===== config.mk =====
export PLATFORM = sky130hd
export DESIGN_NAME = mem_order_queue
export DESIGN_NICKNAME = d
export VERILOG_FILES = /design/src/rtl/lsoq_pkg.sv /design/src/rtl/lsoq_slot.sv /design/src/rtl/lsoq_gate.sv /design/src/rtl/lsoq_pick.sv /design/src/rtl/mem_order_queue.sv
export SDC_FILE = /design/constraint.sdc
export NUM_CORES = 1
export LEC_CHECK = 0
export BUFFER_PORTS_ARGS = -buffer_cell sky130_fd_sc_hd__buf_4
export CAP_MARGIN = 25
export CORE_MARGIN = 5
export CORE_UTILIZATION = 44
export CTS_BUF_LIST = sky130_fd_sc_hd__clkbuf_2 sky130_fd_sc_hd__clkbuf_4 sky130_fd_sc_hd__clkbuf_8
export DETAILED_ROUTE_END_ITERATION = 12
export PLACE_DENSITY = 0.64
export SLEW_MARGIN = 20
export SYNTH_ARGS = -nofsm -noshare
export SYNTH_HDL_FRONTEND = slang
export SYNTH_SLANG_ARGS = --single-unit

===== constraint.sdc =====
create_clock -name clk -period 7 [get_ports clk]
set_input_delay 1.4 -clock clk [delete_from_list [all_inputs] [get_ports clk]]
set_output_delay 1.4 -clock clk [all_outputs]
set_load 0.1 [all_outputs]

===== src/rtl/lsoq_pkg.sv =====
package lsoq_pkg;

    typedef enum logic [2:0] {
        K_LOAD  = 3'd0,
        K_STORE = 3'd1,
        K_LBAR  = 3'd2,
        K_SBAR  = 3'd3,
        K_FBAR  = 3'd4
    } op_kind_e;

    typedef enum logic [2:0] {
        S_EMPTY,
        S_WAIT,
        S_READY,
        S_ISSUED,
        S_DONE
    } slot_state_e;

    function automatic logic fences_loads(op_kind_e k);
        return (k == K_LBAR) || (k == K_FBAR);
    endfunction

    function automatic logic fences_stores(op_kind_e k);
        return (k == K_SBAR) || (k == K_FBAR);
    endfunction

    function automatic logic is_barrier(op_kind_e k);
        return (k == K_LBAR) || (k == K_SBAR) || (k == K_FBAR);
    endfunction

endpackage


===== src/rtl/lsoq_slot.sv =====
module lsoq_slot
    import lsoq_pkg::*;
(
    input  logic        clk,
    input  logic        rst_n,
    input  logic        alloc_hit,
    input  op_kind_e    alloc_kind,
    input  logic        alloc_rdy,
    input  logic        wake_hit,
    input  logic        grant_hit,
    input  logic        done_hit,
    input  logic        retire_hit,
    output slot_state_e st_o,
    output op_kind_e    kind_o
);

    slot_state_e st_q, st_d;
    op_kind_e    kind_q;

    always_comb begin
        st_d = st_q;
        unique case (st_q)
            S_EMPTY:  if (alloc_hit)  st_d = alloc_rdy ? S_READY : S_WAIT;
            S_WAIT:   if (wake_hit)   st_d = S_READY;
            S_READY:  if (grant_hit)  st_d = S_ISSUED;
            S_ISSUED: if (done_hit)   st_d = S_DONE;
            S_DONE:   if (retire_hit) st_d = S_EMPTY;
            default:                  st_d = S_EMPTY;
        endcase
    end

    always_ff @(posedge clk or negedge rst_n) begin
        if (!rst_n) begin
            st_q   <= S_EMPTY;
            kind_q <= K_LOAD;
        end else begin
            st_q <= st_d;
            if (alloc_hit && st_q == S_EMPTY) kind_q <= alloc_kind;
        end
    end

    always_comb begin
        st_o   = st_q;
        kind_o = kind_q;
    end

endmodule


===== src/rtl/lsoq_gate.sv =====
module lsoq_gate
    import lsoq_pkg::*;
#(
    parameter int ENTRIES = 8,
    localparam int TW = $clog2(ENTRIES)
) (
    input  slot_state_e      st [ENTRIES],
    input  op_kind_e         kd [ENTRIES],
    input  logic [TW-1:0]    head,
    input  logic             no_alias,
    output logic [ENTRIES-1:0] elig
);

    logic [TW-1:0] age_j, age_i;
    logic          blk, pend, live;

    always_comb begin
        elig  = '0;
        age_j = '0;
        age_i = '0;
        blk   = 1'b0;
        pend  = 1'b0;
        live  = 1'b0;
        for (int j = 0; j < ENTRIES; j++) begin
            age_j = TW'(j) - head;
            blk   = 1'b0;
            for (int i = 0; i < ENTRIES; i++) begin
                age_i = TW'(i) - head;
                pend  = (st[i] == S_WAIT) || (st[i] == S_READY);
                live  = (st[i] != S_EMPTY) && (st[i] != S_DONE);
                if (age_i < age_j) begin
                    if (kd[j] == K_LOAD) begin
                        if (fences_loads(kd[i]) && live) blk = 1'b1;
                        if (kd[i] == K_STORE && pend && !no_alias) blk = 1'b1;
                    end else if (kd[j] == K_STORE) begin
                        if (fences_stores(kd[i]) && live) blk = 1'b1;
                        if ((kd[i] == K_LOAD || kd[i] == K_STORE) && pend) blk = 1'b1;
                    end
                end
            end
            if (is_barrier(kd[j]) && TW'(j) != head) blk = 1'b1;
            elig[j] = (st[j] == S_READY) && !blk;
        end
    end

endmodule


===== src/rtl/lsoq_pick.sv =====
module lsoq_pick #(
    parameter int ENTRIES = 8,
    localparam int TW = $clog2(ENTRIES)
) (
    input  logic [ENTRIES-1:0] elig,
    input  logic [TW-1:0]      head,
    output logic               vld,
    output logic [TW-1:0]      tag
);

    logic [TW-1:0] idx;

    always_comb begin
        vld = 1'b0;
        tag = '0;
        idx = '0;
        for (int a = ENTRIES - 1; a >= 0; a--) begin
            idx = head + TW'(a);
            if (elig[idx]) begin
                vld = 1'b1;
                tag = idx;
            end
        end
    end

endmodule


===== src/rtl/mem_order_queue.sv =====
module mem_order_queue
    import lsoq_pkg::*;
#(
    parameter int ENTRIES    = 8,
    parameter int LQ_DEPTH   = 0,
    parameter int SQ_DEPTH   = 0,
    parameter int LQ_DEFAULT = 4,
    parameter int SQ_DEFAULT = 4,
    localparam int TW = $clog2(ENTRIES)
) (
    input  logic          clk,
    input  logic          rst_n,
    input  logic          no_alias,
    input  logic          alloc_valid,
    input  logic [2:0]    alloc_kind,
    input  logic          alloc_rdy,
    output logic [TW-1:0] alloc_tag,
    input  logic          wake_valid,
    input  logic [TW-1:0] wake_tag,
    input  logic          done_valid,
    input  logic [TW-1:0] done_tag,
    output logic          grant_valid,
    output logic [TW-1:0] grant_tag,
    output logic          ld_full,
    output logic          st_full,
    output logic          ord_full
);

    localparam int CW     = TW + 1;
    localparam int LQ_EFF = (LQ_DEPTH == 0) ? LQ_DEFAULT : LQ_DEPTH;
    localparam int SQ_EFF = (SQ_DEPTH == 0) ? SQ_DEFAULT : SQ_DEPTH;
    localparam int LQ_CAP = (LQ_EFF > ENTRIES) ? ENTRIES : LQ_EFF;
    localparam int SQ_CAP = (SQ_EFF > ENTRIES) ? ENTRIES : SQ_EFF;

    op_kind_e    akind;
    slot_state_e slot_st [ENTRIES];
    op_kind_e    slot_kd [ENTRIES];
    logic [ENTRIES-1:0] elig;

    logic [TW-1:0] head_q, tail_q;
    logic [CW-1:0] occ_q, ldc_q, stc_q;
    logic          alloc_ok, a_ld, a_st, retire, r_ld, r_st;

    assign akind = op_kind_e'(alloc_kind);
    assign a_ld  = (akind == K_LOAD);
    assign a_st  = (akind == K_STORE);

    always_comb begin
        ord_full = (occ_q == CW'(ENTRIES));
        ld_full  = ord_full || (ldc_q == CW'(LQ_CAP));
        st_full  = ord_full || (stc_q == CW'(SQ_CAP));
        alloc_tag = tail_q;
        if (a_ld)                   alloc_ok = alloc_valid && !ld_full;
        else if (a_st)              alloc_ok = alloc_valid && !st_full;
        else if (is_barrier(akind)) alloc_ok = alloc_valid && !ord_full;
        else                        alloc_ok = 1'b0;
        retire = (slot_st[head_q] == S_DONE);
        r_ld   = retire && (slot_kd[head_q] == K_LOAD);
        r_st   = retire && (slot_kd[head_q] == K_STORE);
    end

    always_ff @(posedge clk or negedge rst_n) begin
        if (!rst_n) begin
            head_q <= '0;
            tail_q <= '0;
            occ_q  <= '0;
            ldc_q  <= '0;
            stc_q  <= '0;
        end else begin
            tail_q <= tail_q + TW'(alloc_ok);
            head_q <= head_q + TW'(retire);
            occ_q  <= occ_q + CW'(alloc_ok) - CW'(retire);
            ldc_q  <= ldc_q + CW'(alloc_ok && a_ld) - CW'(r_ld);
            stc_q  <= stc_q + CW'(alloc_ok && a_st) - CW'(r_st);
        end
    end

    for (genvar g = 0; g < ENTRIES; g++) begin : g_slot
        lsoq_slot u_slot (
            .clk        (clk),
            .rst_n      (rst_n),
            .alloc_hit  (alloc_ok && tail_q == TW'(g)),
            .alloc_kind (akind),
            .alloc_rdy  (alloc_rdy),
            .wake_hit   (wake_valid && wake_tag == TW'(g)),
            .grant_hit  (grant_valid && grant_tag == TW'(g)),
            .done_hit   (done_valid && done_tag == TW'(g)),
            .retire_hit (retire && head_q == TW'(g)),
            .st_o       (slot_st[g]),
            .kind_o     (slot_kd[g])
        );
    end

    lsoq_gate #(.ENTRIES(ENTRIES)) u_gate (
        .st       (slot_st),
        .kd       (slot_kd),
        .head     (head_q),
        .no_alias (no_alias),
        .elig     (elig)
    );

    lsoq_pick #(.ENTRIES(ENTRIES)) u_pick (
        .elig (elig),
        .head (head_q),
        .vld  (grant_valid),
        .tag  (grant_tag)
    );

endmodule


==> qor.yml <==
critical_path:
  cp-end-kind: "output pin"
  regToRegStartpoint: "head_q[1]$_DFF_PN0_"
  critPathLaunchType: "flip-flop"
  setup.worst_path.start: "head_q[0]$_DFF_PN0_"
  path_class: "reg2out"
  crit_arrival_ns: 5.32
  crit_path_max_fanout: 8
  required_ns: 5.60
layout:
  nFillCells: 1699
  final_common_cell: "nand2_1"
  num-nets-final: 979
  insertedDiodeCount: 0
  area_growth_pct: 8.32
  final_cell_mix: "84 x nand2_1, 66 x dfrtp_1, 64 x nor2_1"
  finish.utilization: 0.480
  drive_gt1_frac: 0.156
route:
  antenna_left: 0
  drc: 0
  vias: 7891
  wl_per_cell_um: 26.5
  drt-initial-drc-count: 963
  first_pass_iters: 6
  routed_wl_um: 30500
  via_per_inst: 6.87
clock_network:
  hold_buffers: 0
  clock_latency_ns: 0.39
  cts-root-buf: "clkbuf_8"
  htreeDepth: 3
  cts_made_buffers: 9
  cts_resized: 0
  cts_tree: "built"
  clockBufferDepth: 2
  path_clk_slew_ns: 0.08
  cts_num_sinks: 66
  cts_setup_buffers: 0
floorplanning:
  std_cell_rows: 48
  core_um2: 17100
  fp.dieH_um: 141
  start_util: 0.443
  die_x_um: 141
  die_area_um2: 19900
  io_pins: 26
place:
  hpwl_um: 24200
  routabilityCongestion: 1.04
  io_buffers: 25
yosys:
  ys_seq_elements: 66
  syn-cell-area_um2: 7550
  synth_enable_flop_cells: 0
  yosysUniqueCellTypes: 105
  postSynthCellCount: 913
  seq_area_frac_synth: 0.219
  async_reset_ff_frac: 1.00
  synth_area_leader_cell: "dfrtp_1"
  synth_top_cell_area_share: 0.219
  avgSynthCellArea_um2: 8.27
  yosysWarningCount: 0
  synth_area_leaders: "dfrtp_1 22%, ha_1 6.6%, nand2_1 4.2%, nor2_1 3.2%, mux2_2 3.0%"
  syn_nets: 972
  synth_flop_cell: "dfrtp_1"
sta:
  tns_ns: 0
  fin_worst_skew_ns: 0.0202
  min_period_ns: 6.72
  finalCritPeriodShare: 0.961
  finalMaxSlewViolations: 0
  relSlewSlack: 0.419
  rsz0062_at_grt: "no"
  max_freq_mhz: 149
  setup_violations: 0
  tightest_slew_ns: 0.865
  hold_violations: 0
min_path:
  hold_path.class: "reg2reg"
  hp-start: "stc_q[0]$_DFF_PN0_"
run_status:
  outcome: "finished clean"
grt:
  antenna_found_initial: 0
  grt-ovfl-total: 0
  grt_max_degree: 67
  grt_pass1_vias: 7454
  grt_usage: 0.306
  grt_pass1_wl_um: 46400
flow_run:
  maxCapViolations: 0
[worst max-delay path, stage by stage, from the launching register on]
cell	delay [ns]
dfrtp_1	0.42
inv_1	0.12
ha_1	0.25
ha_1	0.48
clkinv_1	0.14
buf_4	0.19
o221ai_1	0.50
o32ai_1	0.16
nor4_1	0.64
a32oi_1	0.31
a211oi_2	0.33
nor3_1	0.13
a311oi_2	0.35
a31oi_1	0.19
or2_4	0.33
inv_4	0.09
buf_4	0.29
[routing by layer]
metal,share of wire,routed length [um],global-route usage,vias up
met5,0,0,0,-
met4,0.045,1380,0.136,0
met3,0.075,2300,0.0482,85
met2,0.47,14300,0.494,402
met1,0.41,12500,0.405,3859
li1,-,-,-,3545
[metrics by stage]
stage | worst slack [ns] | std cells | instance area, um2 | hold slack [ns]
finish | 0.276 | 1149 | 8180 | 0.514
global route | 0.0300 | 1149 | 8180 | 0.533
CTS | 0.361 | 1149 | 8180 | 0.515
detailed placement | 0.494 | 1134 | 7990 | 0.497
global placement | 0.459 | 1134 | 7990 | 0.489
floorplan | 0.0445 | 913 | 7570 | 0.471
[Yosys cell counts (all sizes together), types with 17 or more instances]
| cell | n |
|---|---|
| nand2 | 84 |
| a211oi | 17 |
| o21ai | 37 |
| inv | 54 |
| xnor2 | 17 |
| dfrtp | 66 |
| or2 | 20 |
| nor2 | 66 |
| buf | 29 |
| ha | 40 |
| nor3 | 24 |
| nand3 | 19 |
| a21oi | 36 |
| mux2 | 20 |
| clkbuf | 29 |
[kinds of logic after synthesis]
group / Yosys count / share of synthesized area
and+or+nand+nor: 336 / 0.238
AOI/OAI and AO/OA: 294 / 0.316
buffers and inverters: 113 / 0.0626
DFF: 66 / 0.219
adders and majority gates: 43 / 0.0742
muxes: 37 / 0.0623
xor gates and xnor gates: 24 / 0.0278
[path summary, 6_finish.rpt]
kind,endpoint,cells past startpoint,slack [ns]
min in group asynchronous,ldc_q[3]$_DFF_PN0_,1,1.10
hold reg to reg,stc_q[0]$_DFF_PN0_,1,0.51
setup reg to reg,g_slot[0].u_slot.st_o[0]$_DFFE_PN0P_,16,1.89
hold / removal,stc_q[0]$_DFF_PN0_,1,0.51
setup / recovery,grant_tag[0],16,0.28
max in group asynchronous,g_slot[6].u_slot.kind_o[1]$_DFFE_PN0P_,1,5.29
[area by class of cell]
class,count,area (um2),area share
well taps,225,282,0.0344
inverters,55,213,0.0260
flip-flops and latches,66,1650,0.202
clock inverters,6,68.8,0.00841
multi-input cells,734,5440,0.665
repair buffers,54,405,0.0496
clock buffers,9,124,0.0151
[sequential cells by signal, indices dropped and copies added, names as in the netlist]
signal                cells
g_slot.u_slot.kind_o     24
g_slot.u_slot.st_o       24
ldc_q                     4
occ_q                     4
stc_q                     4
alloc_tag                 3
head_q                    3
Power is not shown: default switching activity piles up to over one toggle a cycle in this logic, so the estimate is an artifact.
